### src/rtl/i2cs_pkg.sv
package i2cs_pkg;

    localparam int BYTE_W     = 8;
    localparam int IDX_W      = 6;
    localparam int NUM_SPACES = 2;

    localparam logic [3:0] CNT_ACK = 4'd8;
    localparam logic [3:0] CNT_PRE = 4'hF;

    typedef enum logic [2:0] {
        ST_IDLE,
        ST_ADDR,
        ST_PTR,
        ST_WR,
        ST_RD,
        ST_SKIP
    } phase_e;

    // bit 7: advance, bit 6: bank select, bits 5:0: index
    typedef struct packed {
        logic             inc;
        logic             alt;
        logic [IDX_W-1:0] idx;
    } ptr_t;

    typedef struct packed {
        logic start;
        logic stop;
        logic rise;
        logic fall;
        logic sda;
    } bus_ev_t;

    function automatic ptr_t ptr_step(ptr_t p);
        ptr_t n;
        n = p;
        if (p.inc) n.idx = p.idx + IDX_W'(1);
        return n;
    endfunction

    function automatic logic addr_hit(logic [6:0] a, logic [6:0] own);
        return (a == own) && (a != 7'd0);
    endfunction

endpackage

### src/rtl/i2cs_sync.sv
module i2cs_sync
    import i2cs_pkg::*;
#(
    parameter int STAGES = 2
) (
    input  logic    clk,
    input  logic    rst,
    input  logic    scl_i,
    input  logic    sda_i,
    output bus_ev_t ev
);

    localparam int LINES = 2;

    logic [LINES-1:0] line_in;
    logic [LINES-1:0] cur;
    logic [LINES-1:0] prev;

    assign line_in = {scl_i, sda_i};

    for (genvar g = 0; g < LINES; g++) begin : g_line
        logic [STAGES-1:0] pipe;
        always_ff @(posedge clk) begin
            if (rst) pipe <= '1;
            else     pipe <= {pipe[STAGES-2:0], line_in[g]};
        end
        assign cur[g] = pipe[STAGES-1];
    end

    always_ff @(posedge clk) begin
        if (rst) prev <= '1;
        else     prev <= cur;
    end

    always_comb begin
        ev.sda   = cur[0];
        ev.rise  = cur[1] & ~prev[1];
        ev.fall  = ~cur[1] & prev[1];
        ev.start = cur[1] & prev[1] & prev[0] & ~cur[0];
        ev.stop  = cur[1] & prev[1] & ~prev[0] & cur[0];
    end

endmodule

### src/rtl/i2cs_regs.sv
module i2cs_regs
    import i2cs_pkg::*;
#(
    parameter int SPACES = NUM_SPACES,
    parameter int AW     = IDX_W,
    parameter int DW     = BYTE_W
) (
    input  logic                      clk,
    input  logic                      rst,
    input  logic                      we,
    input  logic [$clog2(SPACES)-1:0] wr_space,
    input  logic [AW-1:0]             wr_idx,
    input  logic [DW-1:0]             wdata,
    input  logic [$clog2(SPACES)-1:0] rd_space,
    input  logic [AW-1:0]             rd_idx,
    output logic [DW-1:0]             rdata
);

    localparam int DEPTH = 1 << AW;
    localparam int SEL_W = $clog2(SPACES);

    logic [DW-1:0] bank_out [SPACES];

    for (genvar s = 0; s < SPACES; s++) begin : g_bank
        logic [DW-1:0] mem [DEPTH];
        always_ff @(posedge clk) begin
            if (rst) begin
                for (int i = 0; i < DEPTH; i++) mem[i] <= '0;
            end else if (we && (wr_space == SEL_W'(s))) begin
                mem[wr_idx] <= wdata;
            end
        end
        assign bank_out[s] = mem[rd_idx];
    end

    assign rdata = bank_out[rd_space];

endmodule

### src/rtl/i2cs_top.sv
module i2cs_top
    import i2cs_pkg::*;
#(
    parameter logic [6:0] DEV_ADDR    = 7'h62,
    parameter int         SYNC_STAGES = 2
) (
    input  logic clk,
    input  logic rst,
    input  logic scl_i,
    input  logic sda_i,
    input  logic busy_i,
    output logic sda_oe
);

    bus_ev_t           ev;
    phase_e            state;
    logic [3:0]        cnt;
    logic [BYTE_W-1:0] sh;
    logic [BYTE_W-1:0] tx;
    logic [BYTE_W-1:0] rdata;
    ptr_t              ptr;
    logic              rw;
    logic              oe;
    logic              we;
    logic              active;

    i2cs_sync #(.STAGES(SYNC_STAGES)) u_sync (
        .clk   (clk),
        .rst   (rst),
        .scl_i (scl_i),
        .sda_i (sda_i),
        .ev    (ev)
    );

    i2cs_regs #(.SPACES(NUM_SPACES), .AW(IDX_W), .DW(BYTE_W)) u_regs (
        .clk      (clk),
        .rst      (rst),
        .we       (we),
        .wr_space (ptr.alt),
        .wr_idx   (ptr.idx),
        .wdata    (sh),
        .rd_space (ptr.alt),
        .rd_idx   (ptr.idx),
        .rdata    (rdata)
    );

    assign active = (state != ST_IDLE) && (state != ST_SKIP);
    assign we     = ev.fall && (cnt == 4'd7) && (state == ST_WR);
    assign sda_oe = oe;

    always_ff @(posedge clk) begin
        if (rst) begin
            state <= ST_IDLE;
            cnt   <= CNT_PRE;
            sh    <= '0;
            tx    <= '0;
            ptr   <= '0;
            rw    <= 1'b0;
            oe    <= 1'b0;
        end else if (ev.stop) begin
            state <= ST_IDLE;
            oe    <= 1'b0;
        end else if (ev.start) begin
            state <= ST_ADDR;
            cnt   <= CNT_PRE;
            oe    <= 1'b0;
        end else if (active) begin
            if (ev.rise) begin
                if (cnt < CNT_ACK) begin
                    sh <= {sh[BYTE_W-2:0], ev.sda};
                end else if (cnt == CNT_ACK && state == ST_RD && ev.sda) begin
                    state <= ST_SKIP;
                end
            end
            if (ev.fall) begin
                if (cnt == CNT_PRE) begin
                    cnt <= '0;
                end else if (cnt == 4'd7) begin
                    cnt <= CNT_ACK;
                    unique case (state)
                        ST_ADDR: begin
                            if (addr_hit(sh[BYTE_W-1:1], DEV_ADDR) && !busy_i) begin
                                oe <= 1'b1;
                                rw <= sh[0];
                            end else begin
                                oe    <= 1'b0;
                                state <= ST_SKIP;
                            end
                        end
                        ST_PTR: begin
                            ptr <= ptr_t'(sh);
                            oe  <= 1'b1;
                        end
                        ST_WR: begin
                            ptr <= ptr_step(ptr);
                            oe  <= 1'b1;
                        end
                        ST_RD: oe <= 1'b0;
                        default: oe <= 1'b0;
                    endcase
                end else if (cnt == CNT_ACK) begin
                    cnt <= '0;
                    if ((state == ST_ADDR && rw) || state == ST_RD) begin
                        state <= ST_RD;
                        tx    <= {rdata[BYTE_W-2:0], 1'b0};
                        oe    <= ~rdata[BYTE_W-1];
                        ptr   <= ptr_step(ptr);
                    end else begin
                        oe <= 1'b0;
                        if (state == ST_ADDR)     state <= ST_PTR;
                        else if (state == ST_PTR) state <= ST_WR;
                    end
                end else begin
                    cnt <= cnt + 4'd1;
                    if (state == ST_RD) begin
                        oe <= ~tx[BYTE_W-1];
                        tx <= {tx[BYTE_W-2:0], 1'b0};
                    end
                end
            end
        end
    end

endmodule

### config.mk
export PLATFORM = sky130hd
export DESIGN_NAME = i2cs_top
export DESIGN_NICKNAME = d
export VERILOG_FILES = /design/src/rtl/i2cs_pkg.sv /design/src/rtl/i2cs_sync.sv /design/src/rtl/i2cs_regs.sv /design/src/rtl/i2cs_top.sv
export SDC_FILE = /design/constraint.sdc
export NUM_CORES = 2
export LEC_CHECK = 0
export CAP_MARGIN = 20
export CORE_ASPECT_RATIO = 0.9
export CORE_UTILIZATION = 56
export DETAILED_ROUTE_END_ITERATION = 10
export DONT_BUFFER_PORTS = 1
export PLACE_DENSITY = 0.71
export RECOVER_POWER = 25
export REMOVE_ABC_BUFFERS = 1
export SETUP_SLACK_MARGIN = 0.1
export SKIP_CTS_REPAIR_TIMING = 1
export SLEW_MARGIN = 20
export SYNTH_ARGS = -nofsm -noshare
export SYNTH_HDL_FRONTEND = slang
export SYNTH_SLANG_ARGS = --single-unit
### constraint.sdc
create_clock -name clk -period 3.4 [get_ports clk]
set_input_delay 0.85 -clock clk [delete_from_list [all_inputs] [get_ports clk]]
set_output_delay 0.85 -clock clk [all_outputs]
set_load 0.03 [all_outputs]
After elaboration in Yosys (flattened, before gate mapping)
Memory sizes are Yosys's and may differ from the RTL's. A register that Yosys moved wholly into a read port is not among the register bits.
Cells that the tools add are included.
{ "classes": {"bitwise_logic": 20, "add_sub_neg": 2, "n_eq_ne": 11, "reduce_logical": 32, "muxes": 55, "n_lt_le_gt_ge": 2} }
{ "op_table": {"columns": ["op", "count"], "rows": [
  ["2-to-1 mux 8 bit", 9],
  ["2-to-1 mux 6 bit", 9],
  ["2-to-1 mux 3 bit", 12],
  ["AND reduction 8 bit", 4],
  ["2-to-1 mux 4 bit", 6],
  ["2-to-1 mux 1 bit", 17],
  ["case mux 8 bit (2 select lines)", 1],
  ["OR reduction 8 bit", 2],
  ["inverter 1 bit", 12],
  ["logical AND 1 bit", 10],
  ["nonzero test 2 bit", 5],
  ["equality test 4 bit, second input constant", 2],
  ["bitwise AND 1 bit", 7],
  ["equality test 7 bit, second input constant", 1],
  ["nonzero test 7 bit", 1],
  ["adder 6 x 1 -> 6 bit, second input constant", 1],
  ["equality test 3 x 2 -> 1 bit, second input constant", 2],
  ["nonzero test 3 bit", 2],
  ["AND reduction 5 bit", 1],
  ["adder 4 x 1 -> 4 bit, second input constant", 1],
  ["equality test 4 x 3 -> 1 bit, second input constant", 1],
  ["< comparator 4 bit, second input constant", 1],
  ["AND reduction 4 bit", 1],
  ["OR reduction 2 bit", 2],
  ["other kinds (12)", 12]
]} }
{ "word_totals": {"wordCells": 137, "ram_bits": 1024, "memories": 2, "output_inout_bits": 1, "register_bits": 39, "input_bits": 5} }
{ "mem_list": {"columns": ["memory", "depth", "width", "rd", "rd_ports_with_merged_regs", "wr", "line", "text"], "rows": [
  ["u_regs.g_bank[0].mem", 64, 8, 1, 1, 64, "i2cs_regs.sv:25", "logic [DW-1:0] mem [DEPTH];"],
  ["u_regs.g_bank[1].mem", 64, 8, 1, 1, 64, "i2cs_regs.sv:25", null]
]} }

Logic depth before layout (Yosys ltp)
{ "logic_depth": {"depth_word": 15, "mapped_depth": 11, "depth_no_buf": 8} }

Cells and area by module
A second synthesis with hierarchy kept.
{ "unflattened": {"cells_unflattened": 3131, "area_unflattened_um2": 49269.8} }
{ "by_module_without_submodules": {"columns": ["module", "seq_area_each_um2", "instances", "area_per_inst_um2", "cells_per_inst"], "rows": [
  ["i2cs_regs", 30749.5, 1, 47179.0, 2899],
  ["i2cs_top", 640.6, 1, 1893.1, 215],
  ["i2cs_sync", 120.1, 1, 197.7, 17]
]} }

Worst setup path before layout
No wires, ideal clock.
{ "synth_path": {"path_kind": "input to register", "startpoint": "in rst", "endpoint": "mem u_regs.g_bank[1].mem[21][0] (netlist name), enable pin", "t_arrival_ns": 2.170, "slack_ns": 0.920, "required_time_ns": 3.091, "setup_time_ns": 0.309, "path_buffers": 1, "cell_stages": 6, "cell_sequence": "and4bb_1 -> and2_1 -> buf_2 -> nand4_1 -> nor2_1 -> or2_2"} }
{ "synth_rtl": {"columns": ["item", "line", "text"], "rows": [
  ["start, declared", "i2cs_top.sv:8", "input logic rst,"],
  ["end, declared", "i2cs_regs.sv:25", null]
]} }

==> reports/summary.txt <==
Largest family of logic cells by synthesized area = simple AND/OR/NAND/NOR gates
YS warnings = 0
H-tree depth = 3
CTS Buf Count = 106
Die W = 315.6 um
CTS clock-pin slew for the worst setup and hold paths = 60 ps
Root Driver = clkbuf_16
CP max-delay cell = dfxtp_1
Clk Latency, worst-skew pair = 680 ps
Clock Skews = 29.84 ps
DR iter-0 viols = 3,152
Core box area = 87,630 um2
CP endpoint kind = register
Synth cell types = 61
Outcome = finished clean
DR vias = 28,770
Peak supply drop = 0.4082 mV
Post-synth top cells = 1,028 x and2_1, 1,024 x edfxtp_1, 256 x mux4_2
RSZ-0062 raised after global routing = false
Share of cells above drive strength 1 = 19.99%
Mux share of post-synthesis cell area = 13.90%
Mean Syn Cell Area = 14.73 um2
Grt ovf = 0
Hold Startpoint = scl_i
Most area-consuming cells after synthesis = edfxtp_1 62%, and2_1 13%, mux4_2 12%, mux2i_1 2.0%, dfxtp_1 1.8%
Drt wl/cell = 26.32 um
Worst hold endpoint = u_sync.g_line[1].pipe[0]$_SDFF_PP1_
Register area share after synthesis = 63.80%
Maximum fanout along the worst path = 15
Worst path required time = 3710 ps
Synth Area in Compound Gates = 2.171%
# setup viols final = 0
FMAX = 0.3164 GHz
Initial antenna violation count = 1
Critical path arrival = 3480 ps
Count of final max-slew check failures = 0
Global-route wire length before repair = 184,900 um
Reg2reg setup slack = 240 ps
Tcrit/Tclk final = 92.96%
Syn-to-layout area delta = 10.96%
Final GP Congestion = 0.9190
CP dominant cell by count = clkbuf_1
Tot GR Track Use = 27.87%
Simple-Gate Fraction of Synth Area = 17.89%
CTS Buffer Depth = 3
HPWL after detailed placement = 80,340 um
Power Density = 495.0 nW/um2
Area of the die = 89,720 um2
Worst Tran Pin Value = 1126 ps
Worst r2r src = state[1]$_SDFFE_PP0P_
DR vias/cell = 6.145
Initial Util = 56.57%
Die Y = 284.3 um
Post-synth top area cell = edfxtp_1
#FFs+latches synth = 1,068
IO Port Bufs = 0
Setup TNS = 0 ps
Hold Violations, Final = 0
Largest net degree at the start of global routing = 167
Setup Crit Path Kind = register to register
Post-synth ARST share = 0%
Vias in the first global route = 28,460
Critical Path Start Type = register
# Max-Cap Violations = 0
FP Rows = 103
Yosys top cell area share = 62.03%
Pleak = 19.21 nW
Max stage delay on crit path = 620 ps
Most common cell in the netlist = and2_1
Fin crit period = 3161 ps
Total Wirelength = 123,200 um
Reg2reg path depth = 7
Ports = 6
Top_reg_cell synth = edfxtp_1
Worst Hold Class = input pin to register
# DRC = 0
Antenna Nets Post-Route = 0
Crit-path cells = nand4b_1, and4bb_1, nand4_1, clkbuf_1, nor2_1, clkbuf_1, or2_0
Clk sinks = 1,068
CTS tree = built
Worst Hold Depth = 1
XOR/XNOR Fraction of Synth Area = 0.01767%
EDFF count, synth = 1,024
Capturing point of the worst reg2reg path = u_regs.g_bank[1].mem[18][1]$_SDFFCE_PN0P_
Synth Cell Area = 49,580 um2
Drt first pass iters = 6
Cell count after synthesis = 3,365
WHS = 286.7 ps
Worst slew margin = 24.64%
Nets = 3,443
Area share of fa/ha/maj cells after synthesis = 0.07572%
-- metrics by stage --
stage	util, %	setup slack [ps]	instance area [um2]	total power, W	cells
6_report	62.77	239.2	55010	0.02723	4682
5_1_grt	62.77	149.5	55010	0.02786	4681
4_1_cts	63.00	299.3	55210	0.02733	4681
3_5_place_dp	59.05	350.0	51740	0.01578	4482
3_3_place_gp	59.05	408.1	51740	0.01574	4482
2_1_floorplan	-	-7965	48560	0.01553	3124
-- how the worst max path moves through the flow --
stage / from / endpoint / slack [ps]
after detailed placement: register / sda_oe$_SDFFE_PP0P_ / 350
after CTS: register / sda_oe$_SDFFE_PP0P_ / 300
after global placement: register / sda_oe$_SDFFE_PP0P_ / 410
after floorplan: register / tx[1]$_SDFFE_PP0P_ / -7970
final: state[1]$_SDFFE_PP0P_ / u_regs.g_bank[1].mem[18][1]$_SDFFCE_PN0P_ / 240
after global routing: state[1]$_SDFFE_PP0P_ / u_regs.g_bank[1].mem[18][1]$_SDFFCE_PN0P_ / 150
-- per-layer routing --
| metal | vias to the layer above | track usage [%] | share of wire [%] |
|---|---|---|---|
| met5 | - | 0 | 0.011 |
| met4 | 2 | 8.116 | 3.0 |
| met3 | 238 | 4.421 | 8.7 |
| met2 | 1354 | 43.73 | 47 |
| met1 | 14720 | 40.53 | 41 |
| li1 | 12460 | - | - |
-- power by group --
group,internal (W),switching [W]
sequential,0.0148,0.000153
combinational,0.000222,0.000357
clock,0.00682,0.00491
total,0.0218,0.00542
-- worst max-delay path, delay by kind of cell (launching register included) --
family	cells	cell delay, ps
flip-flops	1	620
AND/OR/NAND/NOR	5	1410
buffers and inverters	2	750
-- cell usage in the layout, fill, tap and decap left out, drive strengths merged, types with 11 or more instances in the layout --
cell,count
o211ai,12
a21oi,24
inv,12
nand3,21
edfxtp,1024
mux2i,98
dfxtp,44
a21o,12
nand4,12
o21ai,21
mux4,256
buf,146
mux2,13
or2,138
clkbuf,205
nand2,78
clkinv,34
a22oi,29
nor2b,21
bufinv,11
nor2,175
and2,1029
-- layout make-up --
class / instances / area, um2
clock inverter: 51 / 545.5
clock buffer: 148 / 2922
timing repair buffer: 203 / 1485
inverter: 11 / 41.29
sequential: 1068 / 31680
antenna: 1 / 2.502
multi-input combinational: 2045 / 16890
tap: 1155 / 1445
fill: 6334 / 32630
-- flip-flops by register name (all words and copies together) (netlist names), named ones only --
signal and count:
cnt 4, state 3, sda_oe 1, u_sync.g_line.pipe 4
tx 7, sh 8, u_regs.g_bank.mem 1024, u_sync.prev 2
ptr 8, rw 1
-- logic make-up after synthesis --
family | count (synthesis)
DFF | 1068
muxes | 367
buffers and inverters | 252
xor gates and xnor gates | 1
and+or+nand+nor | 1518
AOI/OAI and AO/OA | 156
adders and majority gates | 3
Note: power is estimated with default switching activity, not from simulation.
